`src/rtl/pwm_cmp_bank.sv`:
```
module pwm_cmp_bank #(
  parameter int DW   = 16,
  parameter int NREG = 4
) (
  input  logic                 clk,
  input  logic                 rst_n,
  input  logic                 wr_en,
  input  logic [$clog2(NREG):0] wr_addr,
  input  logic [DW-1:0]        wr_data,
  input  logic [$clog2(NREG):0] rd_addr,
  output logic [DW-1:0]        rd_data,
  input  logic [NREG-1:0]      direct_mode,
  input  logic [2*NREG-1:0]    load_sel,
  input  logic                 ctr_zero,
  input  logic                 ctr_prd,
  output logic [NREG*DW-1:0]   cmp_active
);
  localparam int IW = $clog2(NREG);
  localparam int AW = IW + 1;

  logic [NREG-1:0][DW-1:0] shd, act;
  logic [NREG-1:0]         pend, wsh, wac, ev, xfer;

  always_comb begin
    for (int i = 0; i < NREG; i++) begin
      wsh[i] = wr_en && !wr_addr[AW-1] && (wr_addr[IW-1:0] == IW'(i));
      wac[i] = wr_en &&  wr_addr[AW-1] && (wr_addr[IW-1:0] == IW'(i));
      case (load_sel[2*i +: 2])
        2'b00:   ev[i] = ctr_zero;
        2'b01:   ev[i] = ctr_prd;
        default: ev[i] = ctr_zero | ctr_prd;
      endcase
      xfer[i] = !direct_mode[i] && ev[i] && (pend[i] || wsh[i]);
    end
  end

  always_ff @(posedge clk or negedge rst_n) begin
    if (!rst_n) begin
      shd  <= '0;
      act  <= '0;
      pend <= '0;
    end else begin
      for (int i = 0; i < NREG; i++) begin
        if (wsh[i]) shd[i] <= wr_data;
        if (xfer[i])
          act[i] <= wsh[i] ? wr_data : shd[i];
        else if (wac[i] && direct_mode[i])
          act[i] <= wr_data;
        if (xfer[i])      pend[i] <= 1'b0;
        else if (wsh[i])  pend[i] <= 1'b1;
      end
    end
  end

  assign rd_data    = rd_addr[AW-1] ? act[rd_addr[IW-1:0]] : shd[rd_addr[IW-1:0]];
  assign cmp_active = act;
endmodule


```
`config.mk`:
```
export PLATFORM = sky130hd
export DESIGN_NAME = pwm_cmp_bank
export DESIGN_NICKNAME = d
export VERILOG_FILES = /design/src/rtl/pwm_cmp_bank.sv
export SDC_FILE = /design/constraint.sdc
export NUM_CORES = 1
export LEC_CHECK = 0
export BUFFER_PORTS_ARGS = -buffer_cell sky130_fd_sc_hd__clkbuf_2
export CAP_MARGIN = 20
export CORE_ASPECT_RATIO = 1.75
export CORE_UTILIZATION = 30
export DETAILED_ROUTE_END_ITERATION = 10
export GPL_TIMING_DRIVEN = 0
export SKIP_CTS_REPAIR_TIMING = 1
export SYNTH_ARGS = -nofsm -noshare
export SYNTH_HDL_FRONTEND = slang
export SYNTH_SLANG_ARGS = --single-unit
export TNS_END_PERCENT = 50
```
`constraint.sdc`:
```
create_clock -name clk -period 2.3 [get_ports clk]
set_input_delay 0.46 -clock clk [delete_from_list [all_inputs] [get_ports clk]]
set_output_delay 0.46 -clock clk [all_outputs]
set_load 0.1 [all_outputs]
```
==> results of run 1 <==
## cells in the mapped netlist
cell type  instances
mux2_1            30
buf_2             12
nor3b_1            2
o21ai_0            4
o21ai_2            3
mux2_2           158
nand3_2            1
mux4_2            32
clkbuf_1           7
nand2b_1           1
a21oi_1            1
nand2_1            2
nand4_4            1
a221oi_1           3
nor2_1            11
nand4b_4           2
inv_1              2
and2_1             1
dfrtp_1          132
buf_4              5
a221oi_2           1
nor3_4             1
buf_6              3
nand4b_2           1
mux2_4            20
## cell usage in the layout (no fill, tap or decap), types with 3 or more instances in the layout
| master | instances |
|---|---|
| clkbuf_2 | 98 |
| buf_6 | 16 |
| mux2_2 | 142 |
| buf_2 | 10 |
| mux2_1 | 30 |
| clkbuf_16 | 19 |
| nor2_1 | 11 |
| o21ai_2 | 3 |
| buf_12 | 5 |
| mux4_2 | 32 |
| mux2_4 | 36 |
| a221oi_1 | 3 |
| bufinv_16 | 6 |
| buf_4 | 10 |
| dfrtp_1 | 131 |
| o21ai_0 | 4 |
| clkinvlp_4 | 3 |
## how the worst max path moves through the flow
stage / slack (ns) / from / depth (start not counted) / endpoint
floorplan: 0.001 / rd_addr[0] / 4 / rd_data[10]
global placement: -1.26 / rst_n / 1 / cmp_active[36]
detailed placement: -0.73 / rd_addr[1] / 5 / rd_data[3]
CTS: -0.73 / rd_addr[1] / 5 / rd_data[3]
global route: -0.007 / cmp_active[45] / 3 / rd_data[13]
finish: 0.04 / cmp_active[32] / 3 / rd_data[0]
## cell families after synthesis
group	after synthesis	share of synthesized area
AND/OR/NAND/NOR	23	0.0271
flip-flops	132	0.480
multiplexers	240	0.456
AO/OA/AOI/OAI	12	0.0134
buffers and inverters	29	0.0240
## registers in the layout, indices dropped and copies added (netlist names)
name and flops:
cmp_active 64, pend 4, shd 64
## stage by stage
stage / setup slack, ns / std cells
final: 0.0395 / 885
after global routing: -0.00681 / 885
after CTS: -0.734 / 883
after detailed placement: -0.734 / 851
after global placement: -1.26 / 849
after floorplan: 0.00130 / 436
## layer usage
layer / GRT usage / routed length (um) / up-vias
met5: 0 / 0 / -
met4: 0.0646 / 434 / 0
met3: 0.0312 / 538 / 26
li1: - / - / 1937
met2: 0.340 / 11800 / 110
met1: 0.203 / 7480 / 2329
## cell type report
class                      count  area [um2]
sequential                   132        3300
clock buffer                  19         443
timing repair buffer         117         773
fill                        2195       13800
clock inverter                13         230
tap                          300         375
buffer                        27         229
inverter                       2        7.51
multi-input combinational    275        3480
==> out/results.ini, run 1 <==
[status]
outcome=complete, no violations

[layout]
nets=611
finalInstanceArea_um2=8840
drive_gt1_frac=0.677
area_growth_pct=28.4
diodes=0
final_util=0.390

[critical_path]
reg2reg_depth=3
required_ns=1.84
reg2reg_slack_ns=0.40
cp-end-kind=output pin
r2r-end=cmp_active[2]
worstPathArrival_ns=1.80
path_delay_family=multiplexers
reg2reg_from=pend[0]
crit_path_top_delay_cell=mux4_2
cpPeakStageDelay_ns=0.47
crit_buf_inv=1
path_cells=mux4_2 -> mux2_4 -> buf_4
worstSetupPathType=register to output pin
cp-start-kind=register
crit_fanout=3

[global_route]
grt_pass1_vias=4829
antenna_found_initial=0
track_usage=0.183
grt_max_degree=68
grt_pass1_wl_um=30200
grt_overflow=0

[clock_tree]
path_clk_slew_ns=0.05
clk_latency_ns=0.43
numCtsBuffers=17
clkSinkCount=132
cts_tree=built
cts-root-buf=clkbuf_16
htreeDepth=4
ctsLongestPathBuffers=2

[timing]
slew_headroom=0.545
fin_crit_sh=0.983
worst_slew_pin_slew_ns=0.683
hold_viol_final=0
min_period_ns=2.26
rsz0062_at_grt=true
finClkSkew_ns=0.00839
slew_viol_final=0
setup_viol=0
max_freq_mhz=442
tns_ns=0
holdWs_ns=0.0332

[drt]
viasPerCell=4.97
vias=4402
post_drt_wl_per_cell_um=22.9
drc_errors=0
dr.first_iter.drc_count=247
antenna_left=0
firstDrtPassIters=6
routed_wl_um=20200

[logic_synthesis]
synth_cell_types=25
syn_area_um2=6890
synth.yosys.seq_area_share=0.480
synth_fp_nets=475
synth_warnings=0
yosys.area.top_type=dfrtp_1
synth_top_area_frac=0.480
synthTopCellsByArea=dfrtp_1, mux2_2, mux4_2
ys_ff_latch=132
syn-mean-instance-area_um2=15.8
syn_inst=436

[floorplan]
die_area_um2=23600
die_x_um=117
row_count=73
die_h_um=202
io_pins=119
core-area_um2=22700
initial_core_util=0.304

[place]
dp_hpwl_um=14200
gp_congestion=0.799
portBuffers=113
placed_area_um2=7950

[worst_hold_path]
min_path_type=input port to asynchronous set/reset pin

[job]
maxCapViolCount=0

Power of run 1 is left out: the tool's default activity adds up to more than one toggle a clock period on the data nets, which glitch-free logic cannot reach.
==> inputs of run 2 (changes only) <==
--- a/config.mk
+++ b/config.mk
@@ -7,8 +7,8 @@
 export LEC_CHECK = 0
 export BUFFER_PORTS_ARGS = -buffer_cell sky130_fd_sc_hd__clkbuf_2
 export CAP_MARGIN = 20
-export CORE_ASPECT_RATIO = 1.75
 export CORE_UTILIZATION = 30
+export CTS_BUF_LIST = sky130_fd_sc_hd__clkbuf_2
 export DETAILED_ROUTE_END_ITERATION = 10
 export GPL_TIMING_DRIVEN = 0
 export SKIP_CTS_REPAIR_TIMING = 1
==> constraint.sdc (replaced) <==
create_clock -name clk -period 2.3 [get_ports clk]
set_input_delay 0.46 -clock clk [delete_from_list [all_inputs] [get_ports clk]]
set_output_delay 0.46 -clock clk [all_outputs]
set_load 0.05 [all_outputs]
==> out/results.ini, run 2 (synthesis results as in run 1) <==
[layout]
nets=642  ; +5.1%
drive_gt1_frac=0.683  ; +0.00600
final_common_cell=mux2_2
diodes=0  ; unchanged
fillers=2167  ; -1.3%
area_growth_pct=22.7
finalInstanceArea_um2=8450  ; -4.4%
layout_common_cells=mux2_2, dfrtp_1, clkbuf_2

[clock_tree]
clk_latency_ns=0.70  ; +0.27 ns
cts_tree=built
cts-root-buf=clkbuf_2
htreeDepth=4  ; unchanged
ctsLongestPathBuffers=2  ; unchanged
path_clk_slew_ns=0.17  ; +0.12 ns
clkSinkCount=132  ; unchanged
numCtsBuffers=17  ; unchanged

[global_route]
grt_max_degree=105  ; +54%
track_usage=0.177  ; -0.00589
grt_pass1_wl_um=30400  ; +0.78%
grt_overflow=0  ; unchanged
grt_pass1_vias=4913  ; +1.7%
antenna_found_initial=0  ; unchanged

[drt]
vias=4523  ; +2.7%
post_drt_wl_per_cell_um=22.5  ; -1.7%
antenna_left=0  ; unchanged
drc_errors=0  ; unchanged
firstDrtPassIters=5  ; -1
routed_wl_um=20200  ; about the same
viasPerCell=5.03  ; +1.0%
dr.first_iter.drc_count=201  ; -19%

[floorplan]
core-area_um2=22600  ; -0.35%
initial_core_util=0.305  ; +0.00108
io_pins=119  ; unchanged
die_h_um=153  ; -24%
die_area_um2=23600  ; -0.10%
row_count=55  ; -25%
die_x_um=153  ; +32%

[power_and_ir_drop]
p_leak_nw=3.88
p_per_area_nw_per_um2=1250
irDropWorstVdd_v=0.000870

[critical_path]
cpMostUsedCell=buf_2
path_delay_family=buffers and inverters
worstSetupPathType=input port to output pin
crit_path_top_delay_cell=buf_2
reg2reg_depth=3  ; unchanged
crit_fanout=10  ; +7
worstPathArrival_ns=2.12  ; +0.32 ns
cpPeakStageDelay_ns=0.48  ; about the same
cp-end-kind=output pin
path_depth=5  ; +2
cp-start-kind=input port
required_ns=1.84  ; about the same
path_cells=clkbuf_1 -> buf_2 -> mux4_2 -> mux2_2 -> buf_2
crit_buf_inv=3  ; +2

[status]
violations=negative setup slack
outcome=finished with violations

[timing]
worst_slew_pin_slew_ns=0.665  ; -0.0178 ns
setup_viol=16  ; +16
min_period_ns=2.58  ; +0.315 ns
hold_viol_final=0  ; unchanged
max_freq_mhz=388  ; -12%
finClkSkew_ns=0.0273  ; +0.0189 ns
rsz0062_at_grt=true
fin_crit_sh=1.12  ; +0.137
slew_viol_final=0  ; unchanged
slew_headroom=0.557  ; +0.0119
fin_ws_ns=-0.276  ; -0.315 ns

[place]
place_ws_ns=-0.740  ; -0.00555 ns
gp_congestion=0.773  ; -3.2%
placed_area_um2=7850  ; -1.2%
dp_hpwl_um=13600  ; -4.0%
portBuffers=113  ; unchanged

[worst_hold_path]
hold-path-cell-count=3
min_path_type=input port to register

[job]
maxCapViolCount=0  ; unchanged

-- run 2: cell count changes in the layout (fill, tap and decap cells not counted), moves of 5 or more --
cell / delta
buf_4: +28
clkbuf_2: +20
clkbuf_16: -19
mux2_2: +11
mux2_4: -11
buf_12: -5
-- run 2: tightest hold or removal path, cell delays in order --
cell,delay (ns)
clkbuf_2,0.09
a221oi_2,0.08
nor2_1,0.08
-- run 2: path summary, 6_finish.rpt --
| check | startpoint | to | slack (ns) |
|---|---|---|---|
| worst max register to register | pend[0] | cmp_active[10] | 0.53 |
| max in group asynchronous | rst_n | shd[46] | 1.28 |
| worst min register to register | pend[3] | pend[3] | 0.53 |
| min in group asynchronous | rst_n | cmp_active[33] | 0.18 |
| worst min-delay path | load_sel[0] | pend[0] | 0.06 |
| worst max-delay path | rd_addr[1] | rd_data[11] | -0.28 |
-- run 2: per-layer routing --
metal / global-route usage / routed length [um]
met1: 0.220 / 8680
met2: 0.307 / 10200
met3: 0.0493 / 1210
met4: 0.0357 / 182
met5: 0 / 0
-- run 2: report_power, final --
group | total [W] | switching, W | internal, W | leakage [nW]
combinational | 0.00568 | 0.00341 | 0.00227 | 2.15
sequential | 0.00361 | 0.000536 | 0.00307 | 1.60
clock | 0.00132 | 0.000843 | 0.000475 | 0.135
total | 0.0106 | 0.00479 | 0.00582 | 3.88
-- run 2: final cells by class --
class                           count  area, um2  area share
Multi-Input combinational cell    275       3440       0.407
Clock inverter                     13        118      0.0139
Inverter                            2       7.51    0.000888
Timing Repair Buffer              148        957       0.113
Sequential cell                   132       3300       0.391
Clock buffer                       18       90.1      0.0107
Tap cell                          285        357      0.0422
Buffer                             27        183      0.0216
-- run 2: per-stage QoR --
step | utilization | std cells | power [W] | hold WS, ns | TNS (ns)
after floorplan | - | 436 | 0.00748 | 0.164 | -0.360
after global placement | 0.346 | 834 | 0.00862 | 0.496 | -185.32
after detailed placement | 0.348 | 835 | 0.00878 | 0.371 | -15.97
after CTS | 0.357 | 866 | 0.0101 | -0.431 | -10.89
after global routing | 0.374 | 900 | 0.0111 | 0.00831 | -5.17
final | 0.374 | 900 | 0.0106 | 0.0564 | -4.02
Power figures use the tool's default switching activity.
==> inputs of run 3 (changes only) <==
--- a/config.mk
+++ b/config.mk
@@ -10,6 +10,7 @@
 export CORE_UTILIZATION = 30
 export CTS_BUF_LIST = sky130_fd_sc_hd__clkbuf_2
 export DETAILED_ROUTE_END_ITERATION = 10
+export GPL_ROUTABILITY_DRIVEN = 0
 export GPL_TIMING_DRIVEN = 0
 export SKIP_CTS_REPAIR_TIMING = 1
 export SYNTH_ARGS = -nofsm -noshare
==> constraint.sdc (replaced) <==
create_clock -name clk -period 2.52 [get_ports clk]
set_input_delay 0.504 -clock clk [delete_from_list [all_inputs] [get_ports clk]]
set_output_delay 0.504 -clock clk [all_outputs]
set_load 0.05 [all_outputs]
==> out/results.ini, run 3 (synthesis results as in run 1) <==
[global_route]
antenna_found_initial=1  ; +1
track_usage=0.175  ; -0.00217
grt_pass1_wl_um=30100  ; -1.0%
grt_overflow=0  ; unchanged
grt_max_degree=104  ; -0.95%
grt_pass1_vias=4868  ; -0.92%

[drt]
post_drt_wl_per_cell_um=22.2  ; -1.4%
firstDrtPassIters=8  ; +3
routed_wl_um=19800  ; -2.1%
antenna_left=0  ; unchanged
viasPerCell=5.07  ; +0.83%
dr.first_iter.drc_count=215  ; +7.0%
drc_errors=0  ; unchanged
vias=4525  ; +0.044%

[timing]
worst_slew_pin_slew_ns=0.690  ; +0.0251 ns
finClkSkew_ns=0.0301  ; +0.00282 ns
setup_viol=16  ; unchanged
fin_crit_sh=1.06
slew_viol_final=0  ; unchanged
min_period_ns=2.67
rsz0062_at_grt=true
slew_headroom=0.538  ; -0.0182
holdWs_ns=0.0598  ; +0.00331 ns
hold_viol_final=0  ; unchanged
fin_ws_ns=-0.152  ; +0.124 ns
max_freq_mhz=374

[layout]
layout_common_cells=mux2_2, dfrtp_1, clkbuf_2
drive_gt1_frac=0.678  ; -0.00530
nets=634  ; -1.2%
final_util=0.374  ; -0.000499
finalInstanceArea_um2=8440  ; -0.13%
area_growth_pct=22.6
diodes=0  ; unchanged
final_common_cell=mux2_2

[critical_path]
path_delay_family=buffers and inverters
cp-end-kind=output pin
crit_buf_inv=3  ; unchanged
path_cells=clkbuf_1 -> clkbuf_2 -> mux4_2 -> mux2_2 -> buf_2
cp-start-kind=input port
required_ns=2.02  ; +0.18 ns
crit_path_top_delay_cell=clkbuf_2
cpPeakStageDelay_ns=0.47  ; about the same
worstPathArrival_ns=2.17  ; +0.05 ns
worstSetupPathType=input port to output pin
crit_fanout=10  ; unchanged

[clock_tree]
htreeDepth=4  ; unchanged
path_clk_slew_ns=0.20  ; +0.03 ns
cts-root-buf=clkbuf_2
cts_tree=built
numCtsBuffers=17  ; unchanged
clk_latency_ns=0.72  ; +0.02 ns
ctsLongestPathBuffers=2  ; unchanged
clkSinkCount=132  ; unchanged

[power_and_ir_drop]
p_int_w=0.00544  ; -6.5%
seq_power_share=0.338  ; -0.002
finalPower_w=0.00980  ; -7.6%
p_sw_w=0.00436  ; -8.9%
p_per_area_nw_per_um2=1160  ; -7.5%
clockPowerShare=0.147  ; +0.023
p_leak_nw=3.88  ; -0.22%
comb_power_share=0.515  ; -0.021
irDropWorstVdd_v=0.000781  ; -10%
p_sw_frac=0.445  ; -0.00663

[floorplan]
die_area_um2=23600  ; unchanged
die_x_um=153  ; unchanged
io_pins=119  ; unchanged
die_h_um=153  ; unchanged
initial_core_util=0.305  ; unchanged
row_count=55  ; unchanged
core-area_um2=22600  ; unchanged

[status]
violations=negative setup slack
outcome=finished with violations

[place]
portBuffers=113  ; unchanged
place_ws_ns=-0.527  ; +0.213 ns
placed_area_um2=7840  ; about the same
dp_hpwl_um=13500  ; -0.96%

[worst_hold_path]
min_path_type=input port to register

[job]
maxCapViolCount=0  ; unchanged

-- run 3: final timing paths --
check | start | endpoint | slack (ns) | cells after the start
min in group asynchronous | rst_n | cmp_active[10] | 0.21 | 2
worst max register to register | pend[0] | cmp_active[12] | 0.69 | 3
worst max-delay path | rd_addr[1] | rd_data[1] | -0.15 | 5
max in group asynchronous | rst_n | shd[57] | 1.53 | 3
worst min register to register | shd[50] | shd[50] | 0.54 | 1
worst min-delay path | load_sel[0] | pend[0] | 0.06 | 3
-- run 3: power by group through the flow --
stage          registers (W)  clock network, W  logic [W]
6_report             0.00331           0.00144    0.00505
5_1_grt              0.00339           0.00156    0.00530
2_1_floorplan        0.00484                 0    0.00198
4_1_cts              0.00335           0.00147    0.00461
3_3_place_gp         0.00335                 0    0.00452
3_5_place_dp         0.00340                 0    0.00460
-- run 3: layer usage --
layer,wire length [um],GRT usage,share of wire
met5,0,0,0
met4,269,0.0495,0.014
met3,1130,0.0468,0.057
met2,9760,0.288,0.49
met1,8640,0.226,0.44
-- run 3: stage by stage --
stage	TNS, ns	std cells
2_1_floorplan	0	436
3_3_place_gp	-154.18	834
3_5_place_dp	-8.69	835
4_1_cts	-7.89	867
5_1_grt	-2.56	893
6_report	-1.82	893
-- run 3: final cells by class --
| type | count | area [um2] |
|---|---|---|
| Clock inverter | 14 | 166 |
| Timing Repair Buffer | 140 | 888 |
| Sequential cell | 132 | 3300 |
| Multi-Input combinational cell | 275 | 3450 |
| Clock buffer | 18 | 90.1 |
| Inverter | 2 | 7.51 |
| Buffer | 27 | 180 |
| Fill cell | 2169 | 14100 |
| Tap cell | 285 | 357 |
-- run 3: worst min-delay path, stage by stage --
cell,delay (ns)
clkbuf_2,0.09
a221oi_2,0.07
nor2_1,0.08
